File: config.mk
export PLATFORM = sky130hd
export DESIGN_NAME = mmu_ctl_bank
export DESIGN_NICKNAME = d
export VERILOG_FILES = /design/src/rtl/mmureg_pkg.sv /design/src/rtl/mmureg_decode.sv /design/src/rtl/mmureg_file.sv /design/src/rtl/mmureg_side.sv /design/src/rtl/mmu_ctl_bank.sv
export SDC_FILE = /design/constraint.sdc
export NUM_CORES = 1
export LEC_CHECK = 0
export ABC_CLOCK_PERIOD_IN_PS = 2400
export BUFFER_PORTS_ARGS = -buffer_cell sky130_fd_sc_hd__buf_2
export CORE_ASPECT_RATIO = 0.9
export CORE_MARGIN = 2
export CORE_UTILIZATION = 45
export CTS_CLUSTER_DIAMETER = 50
export CTS_CLUSTER_SIZE = 40
export DETAILED_ROUTE_END_ITERATION = 12
export SKIP_CTS_REPAIR_TIMING = 1
export SYNTH_ARGS = -nofsm -noshare
export SYNTH_HDL_FRONTEND = slang
export SYNTH_SLANG_ARGS = --single-unit
export TNS_END_PERCENT = 30
File: constraint.sdc
create_clock -name clk -period 2.4 [get_ports clk]
set_clock_uncertainty 0.1 [all_clocks]
set_input_delay 0.6 -clock clk [delete_from_list [all_inputs] [get_ports clk]]
set_output_delay 0.6 -clock clk [all_outputs]
set_load 0.03 [all_outputs]
File: src/rtl/mmureg_pkg.sv
// Package: shared constants, access-size encoding, register indices and the
// per-register keep-mask used by the MMU control register bank.
// Assumes 32-bit registers placed on consecutive word offsets from 0.
package mmureg_pkg;

    localparam int DW       = 32;
    localparam int NUM_REGS = 9;
    localparam int IDX_W    = $clog2(NUM_REGS);

    typedef enum logic [1:0] {
        SZ_BYTE = 2'd0,
        SZ_HALF = 2'd1,
        SZ_WORD = 2'd2
    } acc_size_e;

    typedef enum logic [IDX_W-1:0] {
        RI_CTRL   = 4'd0,
        RI_ENT_HI = 4'd1,
        RI_ENT_LO = 4'd2,
        RI_ASSIST = 4'd3,
        RI_TBASE  = 4'd4,
        RI_FADDR  = 4'd5,
        RI_TRAP   = 4'd6,
        RI_XEVT   = 4'd7,
        RI_IEVT   = 4'd8
    } reg_idx_e;

    // Bits of a written value that a given register keeps.
    function automatic logic [DW-1:0] keep_mask(input int idx, input int inval_bit,
                                                input int assist_w, input int evt_w);
        case (idx)
            0:       return ~(DW'(1) << inval_bit);
            3:       return (DW'(1) << assist_w) - DW'(1);
            6, 7, 8: return (DW'(1) << evt_w) - DW'(1);
            default: return '1;
        endcase
    endfunction

endpackage

File: src/rtl/mmureg_decode.sv
// Module: access decoder. Turns a byte offset and size into a register index
// and a legality flag. Assumes ADDR_W >= IDX_W + 2 and word-aligned registers.
module mmureg_decode
    import mmureg_pkg::*;
#(
    parameter int ADDR_W = 8
) (
    input  logic [ADDR_W-1:0] addr,
    input  logic [1:0]        size,
    output logic              legal,
    output logic [IDX_W-1:0]  idx
);
    localparam int WIDX_W = ADDR_W - 2;

    logic [WIDX_W-1:0] word_idx;
    logic              aligned;
    logic              in_range;

    // Split the offset and judge each legality condition.
    always_comb begin
        word_idx = addr[ADDR_W-1:2];
        aligned  = (addr[1:0] == 2'b00);
        in_range = (word_idx < WIDX_W'(NUM_REGS));
        legal    = aligned && in_range && (size == SZ_WORD);
        idx      = word_idx[IDX_W-1:0];
    end
endmodule

File: src/rtl/mmureg_file.sv
// Module: register storage. One register per index, each keeping only the
// bits its mask allows. Assumes a single write port and synchronous reset.
module mmureg_file
    import mmureg_pkg::*;
#(
    parameter int INVAL_BIT = 2,
    parameter int ASSIST_W  = 4,
    parameter int EVT_W     = 11
) (
    input  logic                         clk,
    input  logic                         rst_n,
    input  logic                         we,
    input  logic [IDX_W-1:0]             widx,
    input  logic [DW-1:0]                wdata,
    output logic [NUM_REGS-1:0][DW-1:0]  q
);
    for (genvar g = 0; g < NUM_REGS; g++) begin : g_reg
        localparam logic [DW-1:0] KEEP = keep_mask(g, INVAL_BIT, ASSIST_W, EVT_W);

        // Clear on reset, otherwise capture masked data on a matching write.
        always_ff @(posedge clk) begin
            if (!rst_n) begin
                q[g] <= '0;
            end else if (we && (widx == IDX_W'(g))) begin
                q[g] <= wdata & KEEP;
            end
        end
    end
endmodule

File: src/rtl/mmureg_side.sv
// Module: side-effect pulse generator. Raises a one-cycle invalidate pulse on
// a control write carrying the invalidate bit, and a one-cycle flush pulse on
// an entry-high write that changes the address-space identifier. Assumes the
// caller qualifies `we` with legality and `cur_asid` is the stored value.
module mmureg_side
    import mmureg_pkg::*;
#(
    parameter int INVAL_BIT = 2,
    parameter int ASID_W    = 8
) (
    input  logic              clk,
    input  logic              rst_n,
    input  logic              we,
    input  logic [IDX_W-1:0]  widx,
    input  logic [DW-1:0]     wdata,
    input  logic [ASID_W-1:0] cur_asid,
    output logic              inval_pulse,
    output logic              flush_pulse
);
    logic inval_d;
    logic flush_d;

    // Decide which command the current write asks for.
    always_comb begin
        inval_d = we && (widx == RI_CTRL) && wdata[INVAL_BIT];
        flush_d = we && (widx == RI_ENT_HI) && (wdata[ASID_W-1:0] != cur_asid);
    end

    // Register the commands so each lasts exactly one cycle.
    always_ff @(posedge clk) begin
        if (!rst_n) begin
            inval_pulse <= 1'b0;
            flush_pulse <= 1'b0;
        end else begin
            inval_pulse <= inval_d;
            flush_pulse <= flush_d;
        end
    end
endmodule

File: src/rtl/mmu_ctl_bank.sv
// Module: MMU control register bank top. Decodes bus accesses, updates the
// register file, generates maintenance pulses and returns registered read
// data. Illegal accesses set a sticky flag and touch nothing. Assumes one
// access per cycle and that reads have no side effects.
module mmu_ctl_bank
    import mmureg_pkg::*;
#(
    parameter int ADDR_W    = 8,
    parameter int INVAL_BIT = 2,
    parameter int ASID_W    = 8,
    parameter int ASSIST_W  = 4,
    parameter int EVT_W     = 11
) (
    input  logic              clk,
    input  logic              rst_n,
    input  logic              req_valid,
    input  logic              req_write,
    input  logic [ADDR_W-1:0] req_addr,
    input  logic [1:0]        req_size,
    input  logic [31:0]       req_wdata,
    output logic              rsp_valid,
    output logic [31:0]       rsp_rdata,
    output logic              err_sticky,
    output logic              tlb_inval_pulse,
    output logic              tlb_flush_pulse
);
    logic                        legal;
    logic [IDX_W-1:0]            idx;
    logic                        wr_ok;
    logic [NUM_REGS-1:0][DW-1:0] regs;
    logic [DW-1:0]               rd_mux;

    mmureg_decode #(.ADDR_W(ADDR_W)) u_dec (
        .addr  (req_addr),
        .size  (req_size),
        .legal (legal),
        .idx   (idx)
    );

    // Qualify writes with validity and legality.
    assign wr_ok = req_valid && req_write && legal;

    mmureg_file #(
        .INVAL_BIT (INVAL_BIT),
        .ASSIST_W  (ASSIST_W),
        .EVT_W     (EVT_W)
    ) u_file (
        .clk   (clk),
        .rst_n (rst_n),
        .we    (wr_ok),
        .widx  (idx),
        .wdata (req_wdata),
        .q     (regs)
    );

    mmureg_side #(
        .INVAL_BIT (INVAL_BIT),
        .ASID_W    (ASID_W)
    ) u_side (
        .clk         (clk),
        .rst_n       (rst_n),
        .we          (wr_ok),
        .widx        (idx),
        .wdata       (req_wdata),
        .cur_asid    (regs[RI_ENT_HI][ASID_W-1:0]),
        .inval_pulse (tlb_inval_pulse),
        .flush_pulse (tlb_flush_pulse)
    );

    // Select read data, forcing 0 for an illegal access.
    always_comb begin
        rd_mux = '0;
        if (legal) begin
            rd_mux = regs[idx];
        end
    end

    // Register the read response and track the sticky error.
    always_ff @(posedge clk) begin
        if (!rst_n) begin
            rsp_valid  <= 1'b0;
            rsp_rdata  <= '0;
            err_sticky <= 1'b0;
        end else begin
            rsp_valid <= req_valid && !req_write;
            if (req_valid && !req_write) begin
                rsp_rdata <= rd_mux;
            end
            if (req_valid && !legal) begin
                err_sticky <= 1'b1;
            end
        end
    end
endmodule

==> run_results.csv, run 1 <==
group,metric,value,unit
critical_path,worst-endpoint-arrival,1.10,ns
job,maxCapViolations,0,
yosys,synth_top_area_share,49.8,%
yosys,dominantRegCellSynth,"sky130_fd_sc_hd__dfxtp_1",
critical_path,startpoint_type,"flop",
timing,period_minus_slack,1.80,ns
layout,final_common_cell,"sky130_fd_sc_hd__dfxtp_1",
layout,mostFrequentLayoutCells,"sky130_fd_sc_hd__dfxtp_1, sky130_fd_sc_hd__nand3_1, sky130_fd_sc_hd__o21ai_0",
timing,fmax,555,MHz
yosys,synth_sequential_area_ratio,49.8,%
placed_design,hpwlAfterDp,15.5,mm
layout,num-nets-final,1109,
critical_path,critPathKind,"reg -> out",
critical_path,critPathCaptureType,"output pin",
timing,timing.final.setup_violations,0,
outcome,run_status,"complete, no violations",
critical_path,critPathRequiredTime,1.70,ns
layout,multi_input_area,4220,um^2
power_and_ir_drop,cellPowerDensity,732,nW/um^2
layout,area_growth_syn_to_layout,18.0,%
timing,number_of_slew_limit_violations_in_the_final_report,0,
global_route,grt_pass1_wl,38.4,mm
floorplanning,floorplan.die_area,21900,um^2
routing,drc_errors,0,
layout,drive_above_1_share,22.5,%
routing,routed-via-count,7580,
timing,timing.final.ws_setup,0.597,ns
clock_network,tritoncts_num_sinks,232,
layout,fillers,1853,
floorplanning,fp.dieH,141,um
clock_network,clock_tree.buffer_depth,3,
global_route,groute.usage.overall,21.8,%
clock_network,cts_tree,"yes",
power_and_ir_drop,worst_ir_drop_vdd,0.456,mV
critical_path,critical_path.n_buffers_inverters,1,
layout,n_antenna_cell,0,
timing,rsz0062_at_grt,"false",
global_route,antenna_violations_before_repair,0,
floorplanning,pin_count,82,
floorplanning,row_count,49,
critical_path,path_delay_family,"flip-flops",
yosys,synth-warning-count,0,
timing,worst-slew-pin-transition,0.720,ns
placed_design,gp_routability_congestion,0.783,
routing,antenna_violating_nets_post_route,0,
layout,ff_latch_area,4640,um^2
floorplanning,initial_utilization,46.2,%
clock_network,cts.htree.levels,1,
yosys,ys_ff_latch,232,
placed_design,post-place-ws,0.216,ns
global_route,pin_count_of_the_biggest_net_entering_global_routing,64,
global_route,first_global_vias,6977,
power_and_ir_drop,cellLeakagePower,4.14,nW
critical_path,critical-path-slowest-cell,"sky130_fd_sc_hd__dfxtp_1",
timing,slew_headroom,51.9,%
routing,route.detailed.wl_per_inst,18.1,um
critical_path,critical_path.cell_chain,"buf_2",
routing,drtIter0Drc,423,
yosys,post_synth_main_area_contributors,"sky130_fd_sc_hd__dfxtp_1, sky130_fd_sc_hd__nand3_1, sky130_fd_sc_hd__o21ai_0",
yosys,synth_async_sr_flop_share,0,%
min_path,min-delay-path-class,"in -> reg",
critical_path,regToRegSetupSlack,0.94,ns
routing,drtPass1Iterations,7,
clock_network,cts-root-buf,"sky130_fd_sc_hd__clkbuf_16",
layout,finish.instance_area,11000,um^2
placed_design,detailed_place.area,10200,um^2
critical_path,crit_path_max_fanout,2,
yosys,synth_edf_count,0,
global_route,global_route.overflow_total,0,
yosys,synth_cell_types,57,
yosys,postSynthNetCount,1044,
clock_network,tritoncts.num_buffers,23,
routing,number_of_vias_per_cell,5.69,
yosys,mappedNetlistArea,9320,um^2
yosys,synth_top_cell_by_area,"sky130_fd_sc_hd__dfxtp_1",
placed_design,portBuffers,81,
clock_network,clkTransAtPathRegs,0.07,ns
yosys,netlist_instances,998,
critical_path,critical_path.max_stage_delay,0.37,ns
yosys,syn-mean-instance-area,9.34,um^2
timing,fin_hold_ws,0.295,ns
timing,totalNegativeSetupSlack,0,ns
clock_network,clkLatencyLatePin,0.52,ns
timing,fin_crit_sh,75.1,%
timing,final_hold_viol_count,0,
floorplanning,chipWidth,156,um
floorplanning,core_area,20200,um^2
routing,drt-total-wl,24.1,mm
## logic make-up after synthesis
group	Yosys count	synth area share [%]
flops	232	49.8
compound gates	309	21.5
mux	44	5.64
simple gates	305	17.2
xor+xnor	8	0.752
buf+inv	100	5.10
## registers in the layout, indices dropped and copies added, names as in the netlist
register and count:
rsp_valid 1, u_side.flush_pulse 1, u_side.inval_pulse 1, err_sticky 1
rsp_rdata 32, u_file.q 196
## cell usage after synthesis (2+ instances only)
master	count
sky130_fd_sc_hd__or3b_1	2
sky130_fd_sc_hd__or2_2	2
sky130_fd_sc_hd__nor2_1	51
sky130_fd_sc_hd__nand4_1	7
sky130_fd_sc_hd__o21ai_1	52
sky130_fd_sc_hd__clkbuf_1	47
sky130_fd_sc_hd__a31o_2	32
sky130_fd_sc_hd__a221o_1	3
sky130_fd_sc_hd__mux2i_1	30
sky130_fd_sc_hd__nor3_1	5
sky130_fd_sc_hd__nor2b_1	9
sky130_fd_sc_hd__buf_6	5
sky130_fd_sc_hd__o21ai_0	126
sky130_fd_sc_hd__mux2_2	8
sky130_fd_sc_hd__o32ai_1	6
sky130_fd_sc_hd__nor4b_2	2
sky130_fd_sc_hd__a211oi_1	8
sky130_fd_sc_hd__o21a_1	2
sky130_fd_sc_hd__a22o_1	16
sky130_fd_sc_hd__buf_2	19
sky130_fd_sc_hd__dfxtp_1	232
sky130_fd_sc_hd__nand4_2	3
sky130_fd_sc_hd__buf_4	10
sky130_fd_sc_hd__xnor2_1	8
sky130_fd_sc_hd__inv_1	2
sky130_fd_sc_hd__o221ai_1	5
sky130_fd_sc_hd__a211o_1	5
sky130_fd_sc_hd__a32o_1	2
sky130_fd_sc_hd__o31ai_2	3
sky130_fd_sc_hd__nor4b_4	3
sky130_fd_sc_hd__a31o_1	5
sky130_fd_sc_hd__a22oi_1	14
sky130_fd_sc_hd__a21oi_1	7
sky130_fd_sc_hd__o31ai_1	4
sky130_fd_sc_hd__nand2_1	53
sky130_fd_sc_hd__a222oi_1	14
sky130_fd_sc_hd__buf_1	16
sky130_fd_sc_hd__nand3_1	156
sky130_fd_sc_hd__mux4_2	6
## path summary, 6_finish.rpt
| kind | start | end | cells past startpoint |
|---|---|---|---|
| worst min-delay path | rst_n | err_sticky$_SDFFE_PN0P_ | 2 |
| worst min register to register | u_file.q[97]$_SDFFE_PN0P_ | u_file.q[97]$_SDFFE_PN0P_ | 2 |
| worst max register to register | u_file.q[227]$_SDFFE_PN0P_ | rsp_rdata[3]$_SDFFE_PN0P_ | 4 |
| worst max-delay path | rsp_rdata[10]$_SDFFE_PN0P_ | rsp_rdata[10] | 1 |
## through the flow
stage	std cells	total power [mW]	utilization, %
after floorplan	998	4.18	-
after global placement	1293	4.36	50.6
after detailed placement	1293	4.36	50.6
after CTS	1333	8.13	54.5
after global routing	1333	8.32	54.5
final	1333	8.06	54.5
## report_power, final
| part | internal [mW] | switching [mW] | total, mW | leakage [nW] |
|---|---|---|---|---|
| Clock | 2.15 | 1.63 | 3.78 | 0.393 |
| Sequential | 3.85 | 0.000994 | 3.85 | 1.87 |
| Combinational | 0.142 | 0.280 | 0.422 | 1.88 |
| Total | 6.14 | 1.91 | 8.06 | 4.14 |
## layer usage
metal	vias to the layer above	GRT usage, %	part of all wire [%]	wire length [um]
li1	3825	-	-	-
met1	3553	31.1	49	11700
met2	169	34.4	44	10600
met3	33	4.08	5.5	1330
met4	0	4.83	1.8	435
met5	-	0	0	0
## layout make-up
class,count,share of cell area (%)
multi-input cells,666,38.3
inverters,2,0.0682
well taps,255,2.90
clock buffers,27,5.73
flip-flops and latches,232,42.2
clock inverters,13,1.54
repair buffers,138,9.22
(Power assumes the default switching activity.)
==> run 2, diff against run 1 <==
--- a/config.mk
+++ b/config.mk
@@ -5,7 +5,8 @@
 export SDC_FILE = /design/constraint.sdc
 export NUM_CORES = 1
 export LEC_CHECK = 0
-export ABC_CLOCK_PERIOD_IN_PS = 2400
+export ABC_AREA = 1
+export ABC_CLOCK_PERIOD_IN_PS = 1700
 export BUFFER_PORTS_ARGS = -buffer_cell sky130_fd_sc_hd__buf_2
 export CORE_ASPECT_RATIO = 0.9
 export CORE_MARGIN = 2
==> constraint.sdc (replaced) <==
create_clock -name clk -period 1.7 [get_ports clk]
set_clock_uncertainty 0.1 [all_clocks]
set_input_delay 0.425 -clock clk [delete_from_list [all_inputs] [get_ports clk]]
set_output_delay 0.425 -clock clk [all_outputs]
set_load 0.03 [all_outputs]
==> run_results.csv, run 2 <==
group,metric,value,unit
power_and_ir_drop,p_total,12.1,mW
global_route,antenna_violations_before_repair,0,
clock_network,clkLatencyLatePin,0.55,ns
min_path,hold_path_startpoint,"req_valid",
layout,final_common_cell,"sky130_fd_sc_hd__nand2_1",
critical_path,path_delay_family,"flip-flops",
global_route,global_route.overflow_total,0,
yosys,mappedNetlistArea,10600,um^2
critical_path,startpoint_type,"flop",
floorplanning,initial_utilization,45.5,%
layout,ff_latch_area,4640,um^2
layout,reg.largest.list,"u_file.q (196), rsp_rdata (32)",
yosys,synth_cell_types,25,
timing,number_of_slew_limit_violations_in_the_final_report,0,
yosys,netlist_instances,1600,
timing,totalNegativeSetupSlack,0,ns
routing,drt-total-wl,32.0,mm
critical_path,critPathKind,"reg -> out",
yosys,post-synth-top-count-cell,"sky130_fd_sc_hd__nand2_1",
timing,slew_headroom,72.3,%
timing,fmax,621,MHz
yosys,synth_sequential_area_ratio,43.8,%
yosys,dominantRegCellSynth,"sky130_fd_sc_hd__dfxtp_1",
placed_design,post-place-ws,-0.341,ns
power_and_ir_drop,cellPowerDensity,936,nW/um^2
floorplanning,fp.dieH,150,um
timing,period_minus_slack,1.61,ns
layout,finish.instance_area,12900,um^2
yosys,synth-warning-count,0,
yosys,postSynthNetCount,1646,
yosys,synth_top_cell_by_area,"sky130_fd_sc_hd__dfxtp_1",
critical_path,critPathCaptureType,"output pin",
clock_network,clkTransAtPathRegs,0.07,ns
layout,largest_register,"u_file.q",
clock_network,cts.htree.levels,1,
min_path,min-delay-path-class,"in -> reg",
timing,timing.final.setup_violations,0,
floorplanning,floorplan.die_area,24800,um^2
yosys,syn-mean-instance-area,6.63,um^2
critical_path,critical-path-slowest-cell,"sky130_fd_sc_hd__dfxtp_1",
routing,antenna_violating_nets_post_route,0,
critical_path,critical_path.reg2reg.startpoint,"u_file.q[199]$_SDFFE_PN0P_",
floorplanning,pin_count,82,
clock_network,cts_tree,"yes",
layout,mostFrequentLayoutCells,"sky130_fd_sc_hd__nand2_1, sky130_fd_sc_hd__dfxtp_1, sky130_fd_sc_hd__nand3_1",
routing,drtPass1Iterations,5,
clock_network,cts-root-buf,"sky130_fd_sc_hd__clkbuf_16",
yosys,synth.cells.most_frequent,"sky130_fd_sc_hd__nand2_1, sky130_fd_sc_hd__dfxtp_1, sky130_fd_sc_hd__nand3_1, sky130_fd_sc_hd__a21oi_1, sky130_fd_sc_hd__inv_1",
job,maxCapViolations,0,
timing,rsz0062_at_grt,"false",
routing,number_of_vias_per_cell,5.27,
power_and_ir_drop,cellLeakagePower,4.97,nW
timing,fin_crit_sh,94.7,%
critical_path,critPathRequiredTime,1.17,ns
placed_design,portBuffers,81,
critical_path,critical_path.max_stage_delay,0.34,ns
yosys,synth_top_area_share,43.8,%
floorplanning,chipWidth,166,um
layout,n_antenna_cell,0,
yosys,synth_edf_count,0,
global_route,pin_count_of_the_biggest_net_entering_global_routing,53,
placed_design,hpwlAfterDp,21.1,mm
yosys,synth_async_sr_flop_share,0,%
critical_path,regToRegSetupSlack,0.33,ns
critical_path,critical_path.cell_chain,"buf_2",
routing,routed-via-count,10597,
layout,post-route-util,55.4,%
routing,drtIter0Drc,1043,
timing,worst-slew-pin-transition,0.414,ns
placed_design,detailed_place.area,12000,um^2
yosys,ys_ff_latch,232,
layout,flip_flop_count_of_the_largest_register_all_copies_and_words_added,196,
clock_network,tritoncts.num_buffers,27,
layout,drive_above_1_share,15.5,%
layout,area_growth_syn_to_layout,21.7,%
floorplanning,core_area,23300,um^2
placed_design,gp_routability_congestion,0.801,
routing,route.detailed.wl_per_inst,15.9,um
timing,final_hold_viol_count,0,
critical_path,worst-endpoint-arrival,1.08,ns
layout,multi_input_area,5060,um^2
layout,num-nets-final,1733,
power_and_ir_drop,worst_ir_drop_vdd,0.624,mV
global_route,groute.usage.overall,25.3,%
global_route,grt_pass1_wl,51.7,mm
clock_network,tritoncts_num_sinks,232,
critical_path,critical_path.n_buffers_inverters,1,
floorplanning,row_count,53,
critical_path,crit_path_max_fanout,2,
routing,drc_errors,0,
outcome,run_status,"complete, no violations",
layout,fillers,2324,
clock_network,clock_tree.buffer_depth,3,
timing,timing.final.ws_setup,0.0908,ns
yosys,post_synth_main_area_contributors,"sky130_fd_sc_hd__dfxtp_1, sky130_fd_sc_hd__nand2_1, sky130_fd_sc_hd__nand3_1",
critical_path,crit_path_start,"rsp_rdata[10]$_SDFFE_PN0P_",
global_route,first_global_vias,9575,
-- run 2: worst paths after layout --
kind	end	depth (start not counted)
setup / recovery	rsp_rdata[10]	1
hold / removal	err_sticky$_SDFFE_PN0P_	3
setup reg to reg	rsp_rdata[7]$_SDFFE_PN0P_	7
hold reg to reg	u_file.q[256]$_SDFFE_PN0P_	2
-- run 2: layout make-up --
| class | count | share of cell area [%] |
|---|---|---|
| flip-flops and latches | 232 | 36.0 |
| clock buffers | 31 | 5.67 |
| clock inverters | 18 | 1.34 |
| repair buffers | 185 | 11.9 |
| well taps | 302 | 2.93 |
| inverters | 98 | 2.89 |
| multi-input cells | 1143 | 39.3 |
-- run 2: cell families after synthesis --
group / Yosys count / synth area share, %
AO/OA/AOI/OAI: 227 / 10.7
buffers and inverters: 225 / 8.82
XOR/XNOR: 6 / 0.496
flip-flops: 232 / 43.8
AND/OR/NAND/NOR: 910 / 36.1
-- run 2: worst register-to-register path, cell delays in order, from the launching register on --
cell	delay (ns)
sky130_fd_sc_hd__dfxtp_1	0.34
sky130_fd_sc_hd__nor2_1	0.06
sky130_fd_sc_hd__o21ai_0	0.25
sky130_fd_sc_hd__buf_4	0.16
sky130_fd_sc_hd__nand2_1	0.04
sky130_fd_sc_hd__nand2_1	0.10
sky130_fd_sc_hd__nand3_1	0.11
sky130_fd_sc_hd__a21oi_1	0.13
-- run 2: routing by layer --
layer	global-route usage [%]	vias up	share of wire (%)
li1	-	5314	-
met1	37.9	4924	50
met2	39.1	316	43
met3	3.02	43	6.4
met4	5.13	0	1.5
met5	0	-	0
-- run 2: report_power, final --
part | internal, mW | switching, mW | total (mW) | leakage (nW)
Combinational | 0.260 | 0.557 | 0.817 | 2.67
Sequential | 5.44 | 0.00136 | 5.44 | 1.87
Clock | 3.20 | 2.62 | 5.82 | 0.434
-- run 2: metrics by stage --
stage | std cells | hold slack [ns]
4_1_cts | 2009 | 0.0303
3_5_place_dp | 1960 | 0.348
6_report | 2009 | 0.0398
3_3_place_gp | 1960 | 0.345
5_1_grt | 2009 | 0.0600
2_1_floorplan | 1600 | 0.334
